--- src/rtl/rer_pkg.sv ---
package rer_pkg;

    typedef enum logic [2:0] {
        ACC_NONE  = 3'd0,
        ACC_REG   = 3'd1,
        ACC_BOOT  = 3'd2,
        ACC_ARRAY = 3'd3,
        ACC_EMUL  = 3'd4
    } acc_kind_e;

endpackage

--- src/rtl/rer_decode.sv ---
module rer_decode
    import rer_pkg::*;
(
    input  logic      cyc_start,
    input  logic      busy,
    input  logic      reg_hit,
    input  logic      boot_hit,
    input  logic      array_hit,
    input  logic      emul_en,
    input  logic      stop,
    output acc_kind_e kind
);

    always_comb begin
        kind = ACC_NONE;
        if (cyc_start && !busy) begin
            if (reg_hit) begin
                kind = ACC_REG;
            end else if (boot_hit) begin
                kind = ACC_BOOT;
            end else if (array_hit) begin
                if (stop) begin
                    kind = ACC_NONE;
                end else if (emul_en) begin
                    kind = ACC_EMUL;
                end else begin
                    kind = ACC_ARRAY;
                end
            end
        end
    end

endmodule

--- src/rtl/rer_wait_timer.sv ---
module rer_wait_timer
    import rer_pkg::*;
#(
    parameter int WAIT_W = 2
) (
    input  logic              clk,
    input  logic              rst_n,
    input  acc_kind_e         kind,
    input  logic [WAIT_W-1:0] wait_cnt,
    output logic              busy,
    output logic              cs_req,
    output logic              dack
);

    typedef struct packed {
        logic              pend;
        logic [WAIT_W-1:0] left;
    } tmr_t;

    tmr_t st_d, st_q;

    always_comb begin
        st_d = st_q;
        if (st_q.pend) begin
            if (st_q.left == '0) begin
                st_d.pend = 1'b0;
            end else begin
                st_d.left = st_q.left - 1'b1;
            end
        end else if (kind == ACC_EMUL) begin
            st_d.pend = 1'b1;
            st_d.left = wait_cnt;
        end
    end

    always_ff @(posedge clk or negedge rst_n) begin
        if (!rst_n) begin
            st_q <= '0;
        end else begin
            st_q <= st_d;
        end
    end

    assign busy   = st_q.pend;
    assign cs_req = st_q.pend;
    assign dack   = st_q.pend && (st_q.left == '0);

endmodule

--- src/rtl/rer_normal_resp.sv ---
module rer_normal_resp
    import rer_pkg::*;
#(
    parameter int DATA_W = 16
) (
    input  logic              clk,
    input  logic              rst_n,
    input  acc_kind_e         kind,
    input  logic [DATA_W-1:0] reg_rdata,
    input  logic [DATA_W-1:0] rom_rdata,
    output logic              ack,
    output logic              oe,
    output logic [DATA_W-1:0] dout
);

    typedef struct packed {
        logic              ack;
        logic              oe;
        logic [DATA_W-1:0] data;
    } rsp_t;

    rsp_t st_d, st_q;

    always_comb begin
        st_d = '0;
        case (kind)
            ACC_REG: begin
                st_d.ack  = 1'b1;
                st_d.oe   = 1'b1;
                st_d.data = reg_rdata;
            end
            ACC_BOOT, ACC_ARRAY: begin
                st_d.ack  = 1'b1;
                st_d.oe   = 1'b1;
                st_d.data = rom_rdata;
            end
            default: st_d = '0;
        endcase
    end

    always_ff @(posedge clk or negedge rst_n) begin
        if (!rst_n) begin
            st_q <= '0;
        end else begin
            st_q <= st_d;
        end
    end

    assign ack  = st_q.ack;
    assign oe   = st_q.oe;
    assign dout = st_q.data;

endmodule

--- src/rtl/rom_emul_responder.sv ---
module rom_emul_responder
    import rer_pkg::*;
#(
    parameter int ADDR_W = 24,
    parameter int DATA_W = 16,
    parameter int WAIT_W = 2
) (
    input  logic              clk,
    input  logic              rst_n,
    input  logic              cyc_start,
    input  logic [ADDR_W-1:0] addr,
    input  logic              reg_hit,
    input  logic              boot_hit,
    input  logic              array_hit,
    input  logic              emul_en,
    input  logic              stop,
    input  logic [WAIT_W-1:0] wait_cnt,
    input  logic [DATA_W-1:0] reg_rdata,
    input  logic [DATA_W-1:0] rom_rdata,
    output logic [ADDR_W-1:0] rom_addr,
    output logic              addr_ack,
    output logic              data_oe,
    output logic [DATA_W-1:0] data_out,
    output logic              ext_cs_req,
    output logic              data_ack
);

    acc_kind_e kind;
    logic      busy;

    assign rom_addr = addr;

    rer_decode u_decode (
        .cyc_start (cyc_start),
        .busy      (busy),
        .reg_hit   (reg_hit),
        .boot_hit  (boot_hit),
        .array_hit (array_hit),
        .emul_en   (emul_en),
        .stop      (stop),
        .kind      (kind)
    );

    rer_wait_timer #(.WAIT_W(WAIT_W)) u_timer (
        .clk      (clk),
        .rst_n    (rst_n),
        .kind     (kind),
        .wait_cnt (wait_cnt),
        .busy     (busy),
        .cs_req   (ext_cs_req),
        .dack     (data_ack)
    );

    rer_normal_resp #(.DATA_W(DATA_W)) u_resp (
        .clk       (clk),
        .rst_n     (rst_n),
        .kind      (kind),
        .reg_rdata (reg_rdata),
        .rom_rdata (rom_rdata),
        .ack       (addr_ack),
        .oe        (data_oe),
        .dout      (data_out)
    );

endmodule

--- config.mk ---
export PLATFORM = sky130hd
export DESIGN_NAME = rom_emul_responder
export DESIGN_NICKNAME = d
export VERILOG_FILES = /design/src/rtl/rer_pkg.sv /design/src/rtl/rer_decode.sv /design/src/rtl/rer_wait_timer.sv /design/src/rtl/rer_normal_resp.sv /design/src/rtl/rom_emul_responder.sv
export SDC_FILE = /design/constraint.sdc
export NUM_CORES = 1
export LEC_CHECK = 0
export BUFFER_PORTS_ARGS = -buffer_cell sky130_fd_sc_hd__buf_2
export CAP_MARGIN = 30
export CORE_ASPECT_RATIO = 0.7
export CORE_MARGIN = 5
export CORE_UTILIZATION = 38
export DETAILED_ROUTE_END_ITERATION = 12
export PLACE_DENSITY = 0.82
export SYNTH_ARGS = -nofsm -noshare
export SYNTH_HDL_FRONTEND = slang
export SYNTH_HIERARCHICAL = 1
export SYNTH_SLANG_ARGS = --single-unit
--- constraint.sdc ---
create_clock -name clk -period 4.4 [get_ports clk]
set_clock_uncertainty 0.05 [all_clocks]
set_input_delay 0.66 -clock clk [delete_from_list [all_inputs] [get_ports clk]]
set_output_delay 0.66 -clock clk [all_outputs]
set_load 0.03 [all_outputs]
==> results of run 1 <==
==> metal layers <==
layer | part of all wire | track usage
met2 | 0.50 | 0.2391
met4 | 0.036 | 0.07396
met3 | 0.13 | 0.06498
met1 | 0.33 | 0.1105
met5 | 0 | 0
==> state kept, by name, summed over array words and instances, names as in the netlist <==
| name | cells |
|---|---|
| u_resp/ack | 1 |
| u_resp/dout | 16 |
| u_timer/busy | 1 |
| u_timer/st_q | 2 |
==> cells in the mapped netlist <==
cell type | n | share of area
buf_2 | 2 | 0.0091
a21oi_1 | 3 | 0.014
buf_4 | 26 | 0.18
mux2i_1 | 2 | 0.018
dfrtp_1 | 20 | 0.45
or4b_1 | 1 | 0.0091
nor2_1 | 3 | 0.010
or3b_1 | 1 | 0.0079
a211oi_1 | 1 | 0.0068
buf_6 | 2 | 0.020
ha_1 | 1 | 0.011
inv_1 | 6 | 0.020
nor3_1 | 1 | 0.0045
buf_8 | 1 | 0.014
or3_1 | 2 | 0.011
or3b_4 | 1 | 0.010
a32o_2 | 16 | 0.16
o211a_1 | 1 | 0.0091
nand2b_1 | 1 | 0.0057
nor2b_1 | 2 | 0.011
nand4bb_1 | 1 | 0.010
and2_1 | 1 | 0.0057
==> final cells by class <==
type                            count  area, µm²
Multi-Input combinational cell     38      340.3
Fill cell                         289       1533
Clock buffer                        3      41.29
Timing Repair Buffer               63      320.3
Sequential cell                    20      500.5
Inverter                            6      22.52
Tap cell                           36      45.04
==> cell families (layout without fill, tap and decap cells) <==
logic type      count (synthesis)  after routing  synth area share
buf+inv                        37             72            0.2398
fa+ha+maj                       1              1           0.01131
flops                          20             20            0.4525
simple gates                   14             14           0.08597
mux                             2              2           0.01810
compound gates                 21             21            0.1923
==> worst paths after layout <==
check / start / slack (ns) / to / cells past startpoint
worst max-delay path: emul_en / 2.10 / u_resp/dout[8] / 6
worst min-delay path: rst_n / 0.29 / u_timer/busy / 1
worst max register to register: u_timer/busy / 2.31 / u_timer/st_q[0] / 5
worst min register to register: u_timer/st_q[0] / 0.49 / u_timer/st_q[0] / 1
max in group asynchronous: rst_n / 3.70 / u_resp/dout[11] / 1
min in group clk: u_timer/st_q[0] / 0.49 / u_timer/st_q[0] / 1
==> critical path, cell delays in order <==
cell and delay (ns):
buf_2 0.11, or3b_1 0.37, a211oi_1 0.46, nor2b_1 0.43, buf_4 0.26, a32o_2 0.14
==> where the power goes <==
part	internal, mW	switching (mW)
Combinational	0.0874	0.134
Clock	0.0607	0.0516
Sequential	0.219	0.0150
Total	0.367	0.201
==> through the flow <==
stage	hold WS [ns]	utilization
final	0.2929	0.4531
after global placement	0.4597	0.4330
after floorplan	0.3144	-
after CTS	0.3052	0.4478
after global routing	0.3207	0.4531
after detailed placement	0.4738	0.4330
==> metrics.md, run 1 <==
| Metric | Value |
|---|---|
| Gate Count Post-Synth | `95` |
| CTS buffer count | `3` |
| Max Slew Vio Count | `0` |
| PwrDens | `around 450 nW/µm²` |
| Clock Path Buffers | `2` |
| Cell Rows | `16` |
| Max_cap viols | `0` |
| DR WL/cell | `16.30 µm` |
| DR vias/cell | `5.030` |
| HP Class | `input port to asynchronous set/reset pin` |
| I/O pin total | `between 100 and 150` |
| Root Buffer | `clkbuf_8` |
| Clock latency on the worst-skew pair | `0.25 ns` |
| Maximum net fanout on the critical path | `11` |
| Required time at the worst-slack endpoint | `4.54 ns` |
| Leakage | `0.7760 nW` |
| Post-CTS Resized | `0` |
| Final setup fails | `0` |
| Initial DRC Count | `15` |
| Global-route wire length before repair | `3808 µm` |
| Diode count | `0` |
| # nets final | `199` |
| Crit Path Category | `input port to flop` |
| Syn Nets | `roughly 160` |
| CP endpoint kind | `flop` |
| Cell variety after synth | `22` |
| Worst Tran Pin Value | `0.4965 ns` |
| Sequential share of the synthesized area | `0.4525` |
| Final hold violation count | `0` |
| Hold buffers post-CTS | `0` |
| Synthesis warning total | `6` |
| Setup Slack @ Placement | `about 1.5 ns` |
| Drt pass-1 iters | `4` |
| Setup Fix Bufs, Post-CTS | `0` |
| Die span in y | `55.14 µm` |
| CTS Sinks | `20` |
| CTS tree | `built` |
| Commonest non-fill, non-tap cell in the layout | `buf_2` |
| Die Area | `roughly 4100 µm²` |
| Syn Area/Cell | `11.64 µm²` |
| Post-Layout Cell Count | `166` |
| IO buf count | `61` |
| Die width | `~74 µm` |
| Detailed-route DRC error count | `0` |
| Tmin final | `2.303 ns` |
| Via count | `approximately 840` |
| F_max | `434.3 MHz` |
| Post-Route WL | `2705 µm` |
| Cell Area, Placed | `between 1000 and 1500 µm²` |
| Initial Util | `0.3946` |
| Final Instance Area | `1270 µm²` |
| Antenna-violating nets left | `0` |
| Design Power | `0.5680 mW` |
| Core area | `roughly 2800 µm²` |
| Clk pin slew, worst setup/hold paths | `about 0.07 ns` |
| Vias in the first global route | `855` |
| GRT overflow | `0` |
| Final HPWL from detailed placement | `2212 µm` |
| GPL Wtd Cong | `between 0.8 and 0.9` |
| RSZ-0062 raised after global routing | `no` |
| Rel. slew slack | `0.6686` |
| Synth Cell Area | `1106 µm²` |
| Status | `finished, final reports clean` |
| Tot GR Track Use | `0.1272` |
| Initial antenna violation count | `0` |
| Max rail drop VDD | `0.1830 mV` |
| Setup_tns | `0 ns` |
| #FFs+latches synth | `20` |
| Share of cells above drive strength 1 | `0.6385` |
| Most frequent cells in the layout | `buf_2 (61), dfrtp_1 (20), a32o_2 (16), inv_1 (6)` |
| Crit path DAT | `2.44 ns` |
| Largest net degree at the start of global routing | `21` |
| PnR worst setup slack | `2.097 ns` |
| P&R area growth vs syn | `14.82%` |
| Placed cell count | `161` |
| Final period utilization | `0.5233` |
| Htree depth | `1` |
| CP startpoint kind | `input port` |
Note: power is estimated with default switching activity, not from simulation.
==> run 2, diff against run 1 <==
Settings changed: CORE_UTILIZATION 38 to 32, PLACE_DENSITY 0.82 to 0.73.
Clock period 4.4 ns to 2.1 ns, I/O delays scaled along.
==> run 2 against run 1 <==
Net effect:
- core utilization shrank 3.6 points
- worst hold slack lost 0.068 ns
- first-iteration DRC count grew 33%
- non-clock buffer count grew 6
- sequential share of layout area shrank 2.3 points
- wire length grew 5.5%
- via count grew 4.7%
- sequential power grew 110%
- final cell count grew 11%
- worst setup slack lost 1.9 ns
- critical path type is now flop to flop
- largest cell class unchanged
==> metrics.md, run 2 (synthesis results as in run 1) <==
| Metric | Value |
|---|---|
| Htree depth | `1` |
| Crit Path Category | `flop to flop` |
| Maximum net fanout on the critical path | `5` |
| Share of cells above drive strength 1 | `0.6569` |
| Die span in y | `59.19 µm` |
| Metal-1 WL | `1047 µm` |
| Drt pass-1 iters | `4` |
| GPL Wtd Cong | `~0.76` |
| Crit path DAT | `2.02 ns` |
| CTS tree | `built` |
| Clock latency on the worst-skew pair | `0.25 ns` |
| Clock Path Buffers | `2` |
| Top Metal Used | `met4` |
| Final Instance Area | `1348 µm²` |
| Max stage delay cell, worst path | `or3b_4` |
| Vias in the first global route | `about 960` |
| CTS Sinks | `20` |
| Required time at the worst-slack endpoint | `2.20 ns` |
| CP endpoint kind | `flop` |
| Cell Rows | `17` |
| Initial DRC Count | `20` |
| Tmin final | `1.927 ns` |
| Post-Route WL | `2853 µm` |
| Fillers | `337` |
| Antenna-violating nets left | `0` |
| P&R area growth vs syn | `21.83%` |
| Max FFs per register | `16` |
| Wire length on met2 | `about 1400 µm` |
| Rel. slew slack | `0.5720` |
| I/O pin total | `110` |
| Commonest non-fill, non-tap cell in the layout | `buf_2` |
| Final period utilization | `0.9175` |
| Final hold violation count | `0` |
| Global-route wire length before repair | `4353 µm` |
| Leakage | `roughly 0.81 nW` |
| Most frequent cells in the layout | `buf_2 (61), dfrtp_1 (20), a32o_2 (16), buf_4 (7), inv_1 (6)` |
| Worst Tran Pin Value | `0.6391 ns` |
| Buffers & Inverters on Critical Path | `0` |
| IO buf count | `61` |
| Largest net degree at the start of global routing | `21` |
| Initial antenna violation count | `0` |
| Setup Fix Bufs, Post-CTS | `0` |
| Max Slew Vio Count | `0` |
| Die Area | `4751 µm²` |
| Max_cap viols | `0` |
| Initial Util | `0.3421` |
| Post-Layout Cell Count | `184` |
| Final Util | `0.4168` |
| Clk pin slew, worst setup/hold paths | `0.07 ns` |
| RSZ-0062 raised after global routing | `no` |
| Setup_tns | `0 ns` |
| Detailed-route DRC error count | `0` |
| DR vias/cell | `4.750` |
| HP Class | `input port to flop` |
| Final HPWL from detailed placement | `~2300 µm` |
| CTS buffer count | `3` |
| Cell Area, Placed | `1280 µm²` |
| CP startpoint kind | `flop` |
| Final setup fails | `0` |
| Diode count | `0` |
| GRT overflow | `0` |
| F_max | `~520 MHz` |
| Max rail drop VDD | `0.2717 mV` |
| Metal3 WL | `299 µm` |
| Internal reg-to-reg setup slack | `0.17 ns` |
| Max incr delay on CP | `0.44 ns` |
| Tot GR Track Use | `0.1203` |
| DR WL/cell | `around 16 µm` |
| Via count | `slightly below 900` |
| Core area | `3233 µm²` |
| # nets final | `205` |
| PwrDens | `924.7 nW/µm²` |
| Placed cell count | `approximately 180` |
| Cell family with most CP delay | `simple AND/OR/NAND/NOR gates` |
| Critical Path, Cell by Cell | `nand2b_1 -> nor3_1 -> or3b_4 -> or3_1 -> o211a_1` |
| Root Buffer | `clkbuf_8` |
| Die width | `between 80 and 90 µm` |
| Status | `finished, final reports clean` |
run 2: power breakdown:
part	internal, mW	switching (mW)	total (mW)
Combinational	0.191	0.281	0.472
Sequential	0.459	0.0317	0.490
Clock	0.166	0.117	0.284
run 2: final timing paths:
path                                      start              end  cells after the start
worst min register to register  u_timer/st_q[0]  u_timer/st_q[0]                      1
worst min-delay path              rom_rdata[15]  u_resp/dout[15]                      2
min in group asynchronous                 rst_n   u_resp/dout[8]                      2
max in group asynchronous                 rst_n   u_resp/dout[7]                      2
worst max register to register     u_timer/busy  u_timer/st_q[0]                      5
worst max-delay path               u_timer/busy  u_timer/st_q[0]                      5
run 2: area by class of cell:
class / count / area, µm² / area share
multi-input combinational: 38 / 342.8 / 0.2544
timing repair buffer: 69 / 367.9 / 0.2730
tap: 47 / 58.81 / 0.04364
inverter: 6 / 22.52 / 0.01671
sequential: 20 / 500.5 / 0.3714
clock buffer: 4 / 55.05 / 0.04085
run 2: worst register-to-register path, delay by kind of cell, from the launching register on:
family           cells  cell delay (ns)
AND/OR/NAND/NOR      4             1.24
AO/OA/AOI/OAI        1             0.13
flip-flops           1             0.41
run 2: what timing repair did:
item | in CTS | in global routing
hold buffers | 1 | 0
hold endpoints to repair | 20 | 0
endpoints found under the setup margin | 16 | 0
gates resized for setup | 1 | 0
run 2: per-stage QoR:
step	hold slack, ns	power, mW	worst slack, ns
2_1_floorplan	-0.03059	0.9308	0.2432
3_3_place_gp	0.2271	0.9508	-0.2594
3_5_place_dp	0.2375	0.9749	-0.3912
4_1_cts	0.2177	1.266	0.1578
5_1_grt	0.2147	1.331	0.08267
6_report	0.2250	1.246	0.1732
run 2: routing by layer:
layer  vias up  track usage
met5         -            0
met4         0      0.07470
met3        20      0.05167
met2        46       0.2123
met1       410       0.1174
li1        398            -
